## config.mk

```make
export PLATFORM = sky130hd
export DESIGN_NAME = irq_target_router
export DESIGN_NICKNAME = d
export VERILOG_FILES = /design/src/rtl/irq_target_router.sv
export SDC_FILE = /design/constraint.sdc
export NUM_CORES = 1
export LEC_CHECK = 0
export BUFFER_PORTS_ARGS = -buffer_cell sky130_fd_sc_hd__buf_2
export CORE_MARGIN = 8
export CORE_UTILIZATION = 40
export CTS_CLUSTER_DIAMETER = 50
export DETAILED_ROUTE_END_ITERATION = 12
export GPL_TIMING_DRIVEN = 0
export PLACE_DENSITY_LB_ADDON = 0.2
export SETUP_SLACK_MARGIN = 0.02
export SLEW_MARGIN = 10
export SYNTH_ARGS = -nofsm -noshare
export SYNTH_HDL_FRONTEND = slang
export SYNTH_SLANG_ARGS = --single-unit
```

## constraint.sdc

```tcl
create_clock -name clk -period 4.6 [get_ports clk]
set_input_delay 0.92 -clock clk [delete_from_list [all_inputs] [get_ports clk]]
set_output_delay 0.92 -clock clk [all_outputs]
set_load 0.01 [all_outputs]
```

## src/rtl/irq_target_router.sv

```systemverilog
module irq_target_router #(
  parameter int NUM_CPUS = 4,
  parameter int NUM_IRQS = 128,
  parameter int BANKED   = 32,
  localparam int NUM_WORDS  = NUM_IRQS / 4,
  localparam int ADDR_W     = $clog2(NUM_WORDS),
  localparam int NUM_SHARED = NUM_IRQS - BANKED
) (
  input  logic                           clk,
  input  logic                           rst,
  input  logic                           wr_en,
  input  logic                           rd_en,
  input  logic [ADDR_W-1:0]              addr,
  input  logic [31:0]                    wdata,
  input  logic [2:0]                     cpu_id,
  output logic                           rd_valid,
  output logic [31:0]                    rdata,
  output logic [NUM_CPUS*NUM_SHARED-1:0] cpu_lines
);
  localparam int BANK_WORDS = BANKED / 4;
  localparam int SH_W = $clog2(NUM_SHARED);
  localparam logic [7:0] CPU_MASK = 8'((1 << NUM_CPUS) - 1);

  logic [NUM_CPUS-1:0] owner [NUM_SHARED];
  logic [31:0] read_word;
  logic banked;

  function automatic logic [7:0] pick(input logic [7:0] b);
    logic [7:0] m;
    m = b & CPU_MASK;
    m = m & (~m + 8'd1);
    return (m == 8'd0) ? 8'h01 : m;
  endfunction

  function automatic logic [SH_W-1:0] line_of(input logic [ADDR_W-1:0] a, input int i);
    return SH_W'(int'(a) * 4 + i - BANKED);
  endfunction

  assign banked = int'(addr) < BANK_WORDS;

  always_comb begin
    read_word = '0;
    for (int i = 0; i < 4; i++) begin
      if (banked) read_word[8*i +: 8] = 8'd1 << cpu_id;
      else        read_word[8*i +: 8] = 8'(owner[line_of(addr, i)]);
    end
  end

  always_ff @(posedge clk) begin
    if (rst) begin
      rd_valid <= 1'b0;
      rdata    <= '0;
      for (int s = 0; s < NUM_SHARED; s++) owner[s] <= NUM_CPUS'(1);
    end else begin
      rd_valid <= rd_en;
      if (rd_en) rdata <= read_word;
      if (wr_en && !banked)
        for (int i = 0; i < 4; i++)
          owner[line_of(addr, i)] <= NUM_CPUS'(pick(wdata[8*i +: 8]));
    end
  end

  for (genvar c = 0; c < NUM_CPUS; c++) begin : g_cpu
    for (genvar s = 0; s < NUM_SHARED; s++) begin : g_line
      assign cpu_lines[c*NUM_SHARED + s] = owner[s][c];
    end
  end
endmodule

```

==> metrics <==
Slew @ Worst Pin=1.378 ns; First-pass DRT Iterations=6; clock power share=41.0%; reg2reg end=rdata[17]; Final setup viols=0; GRT Total Usage=31.86%; Hold WC Path Type=flip-flop to flip-flop; clk_lat worst skew=0.64 ns; top_reg_cell synth=edfxtp_1; total wire length=112.5 mm; RSZ-0062 raised after global routing=no; Avg Vias per Cell=6.154; Vias=19160; die area=0.06870 mm²; number of global-route vias before repair=18850; Worst EP required=4.84 ns; Post-Syn Area per Cell=13.63 µm²; Post-CTS Setup Bufs=0; sequential area share after synthesis=65.20%; Root Buffer=clkbuf_16; fraction of registers with async set/reset=0%; Placeable Area=0.06013 mm²; CTS buffer count=58; NetSw=3.177 mW; fmax=0.2192 GHz; Crit path largest cell delay=0.84 ns; CP Cell Sequence=buf_2, clkbuf_1, inv_1, ha_1, nor3b_1, and3_1, buf_2, nand2_2, inv_1; Leak=10.80 nW; Chip Height=262.1 µm; DIE WIDTH=262.1 µm; # resized after CTS=0; XOR/XNOR Fraction of Synth Area=0%; grt met3 use=11.11%; htree depth=2; Critical Path AT=4.81 ns; CP bufs+invs=5; R2R depth=4; largest net degree at the start of global routing=26; fin util=48.91%; r2r setup slk=2.24 ns; Mapped Area=0.02423 mm²; VDD IR max=277.6 µV; share of cells above drive strength 1=30.68%; Relative slew margins=7.793%; routability-driven placement congestion ratio=0.9682; Simple-Gate Fraction of Synth Area=11.94%; setup TNS=0 ns; hold endpoint=rdata[5]; final instance area=0.02941 mm²; clock-pin slew on the worst setup and hold paths=0.06 ns; cell internal pwr=8.781 mW; DR WL/cell=36.13 µm; IO Pins=461; Most Crowded Layer GR=met2; CP endpoint kind=flip-flop; Final min period=4.562 ns; Synth Area in Compound Gates=5.273%; Post-Place Cell Area=0.02743 mm²; # DRC=0; Port Buf Inserts=441; largest family of logic cells by synthesized area=multiplexers; total of max-cap violations=0; first-pass GRT wire length=150.9 mm; final net count=2328; CTS tree=built; WS Path Type=primary input to flip-flop; Hold Fails Final Rpt=0; clk_skew=0.02576 ns; Seq pwr share=47.7%; initial antenna violation count=8; CTS sink cnt=533; Post-Layout Cell Count=3114; Pwr per Cell Area=406.6 mW/mm²; top cell family by delay on the critical path=buffers and inverters; Hold Path Stages=2; met1 Track Usage GR=38.69%; sw frac=26.57%; Clock Path Buffers=3; FP Rows=90; count of distinct cell types in the synthesized netlist=52; Syn Nets=1826; Post-CTS Hold Buffers=0; Area Growth Syn to Fin=21.39%; placed cell count=3001; total chip power=11.96 mW; Gate Count Post-Synth=1777; EDFF count, synth=512; status=completed; RR Startpoint=owner[38][1]; Initial Util=40.29%; hold_sp=rdata[5]; proportion of power drawn by combinational gates=11.3%; crit share post-route=99.18%; slowest cell on the critical path=nor3b_1; total global routing overflow=0; Yosys Warn Count=0; Detailed Route Iter0 Violations=2667; flops & latches, synth=533; Worst Path Max Fanout=16; Slew Viols, Final=0; grt met2 use=50.13%; Post-DRT Antenna Nets=0; mux share of post-synthesis cell area=13.44%; HPWL after DPL=82.52 mm; Setup crit start kind=primary input; post-synthesis adder-cell area fraction=0.2582%
-- final cells by class --
cell class | instances | area [µm²]
inverter | 16 | 60.06
clock buffer | 72 | 1578
antenna | 5 | 12.51
buffer | 166 | 889.6
timing repair buffer | 442 | 2222
multi-input combinational | 1062 | 7487
clock inverter | 36 | 385.4
tap | 782 | 978.4
fill | 5454 | 30720
sequential | 533 | 15800
-- state kept, by name, summed over array words and instances (netlist names) --
| signal | count |
|---|---|
| rd_valid | 1 |
| rdata | 20 |
| owner | 512 |
-- routing by layer --
layer	vias up	part of all wire, %
li1	7569	-
met1	9736	35
met2	1525	46
met3	332	13
met4	2	6.0
met5	-	0.0089
-- Yosys cell counts, drive strengths merged (2+ instances only) --
library cell  number  area share [%]
a221oi             2           0.072
a21oi             19            0.39
or3b               3            0.11
nor3              14            0.40
nor2             331             5.1
mux2i            170             7.0
o21ai             20            0.41
buf               85             2.4
o221ai            30             1.1
o21a               2           0.062
ha                 5            0.26
nor2b             61             1.6
a211oi            14            0.52
nand3b             9            0.28
and3               4            0.10
mux4              66             6.1
inv               16            0.25
edfxtp           512              63
nand4bb            3            0.14
o31ai             10            0.31
o22ai             44             1.1
dfxtp             21             1.7
a22oi              8            0.25
a2111oi            2           0.072
or2                2           0.052
mux2               6            0.28
o32ai             14            0.63
nand3             10            0.21
o2bb2ai            5            0.18
clkbuf            81             1.3
o211ai             2           0.062
and2              25            0.65
nand2            136             2.2
a31oi              2           0.052
nand2b            35            0.90
nor3b              4            0.12
-- layout by cell type, fill, tap and decap left out, types with 6 or more instances in the layout --
cell type,instances
mux2i_1,170
buf_2,483
o21ai_0,20
mux2_2,6
o31ai_1,10
a21oi_1,19
o22ai_1,44
edfxtp_1,512
inv_1,16
nand3_1,10
bufinv_16,7
clkbuf_1,85
nand2b_1,35
nand2_1,131
and2_1,23
clkbuf_2,6
clkbuf_16,61
nor3_1,10
mux4_2,66
dfxtp_1,21
a211oi_1,10
nor2_1,331
clkinv_2,11
clkinv_1,7
buf_4,25
buf_6,12
a22oi_1,8
o32ai_1,10
nand3b_1,9
o221ai_1,30
nor2b_1,61
-- logic make-up (layout without fill, tap and decap cells) --
| logic type | Yosys count | after routing |
|---|---|---|
| and+or+nand+nor | 640 | 640 |
| DFF | 533 | 533 |
| muxes | 242 | 242 |
| buffers and inverters | 182 | 732 |
| AOI/OAI and AO/OA | 175 | 175 |
| adders and majority gates | 5 | 5 |
| other | 0 | 5 |
-- worst register-to-register path, cell delays in order, from the launching register on --
cell,delay [ns]
edfxtp_1,0.39
mux4_2,0.50
nor2b_1,0.19
a211oi_1,0.91
o22ai_1,0.20
-- worst max-delay path by stage --
stage            start            end  slack, ns  cells after the start
3_5_place_dp   addr[3]  owner[117][1]      -0.35                      9
5_1_grt        addr[3]  owner[116][3]       0.08                      9
2_1_floorplan  addr[3]  owner[100][0]       1.42                      8
3_3_place_gp   addr[3]  owner[124][0]      -0.33                      9
4_1_cts        addr[3]  owner[116][3]       0.26                      9
6_report       addr[3]  owner[116][3]       0.04                      9
-- per-stage QoR --
step,worst slack [ns],hold WS [ns]
global route,0.07681,0.6471
global placement,-0.3345,0.5857
CTS,0.2645,0.6263
finish,0.03773,0.6244
floorplan,1.420,0.5615
detailed placement,-0.3497,0.6129
-- power groups by stage --
stage,sequential [mW],combinational (mW),clock (mW)
5_1_grt,5.71,1.38,5.04
3_3_place_gp,5.79,1.31,0
3_5_place_dp,5.80,1.32,0
2_1_floorplan,5.82,0.536,0
6_report,5.71,1.35,4.90
4_1_cts,5.70,1.32,4.86
Power figures use the tool's default switching activity.
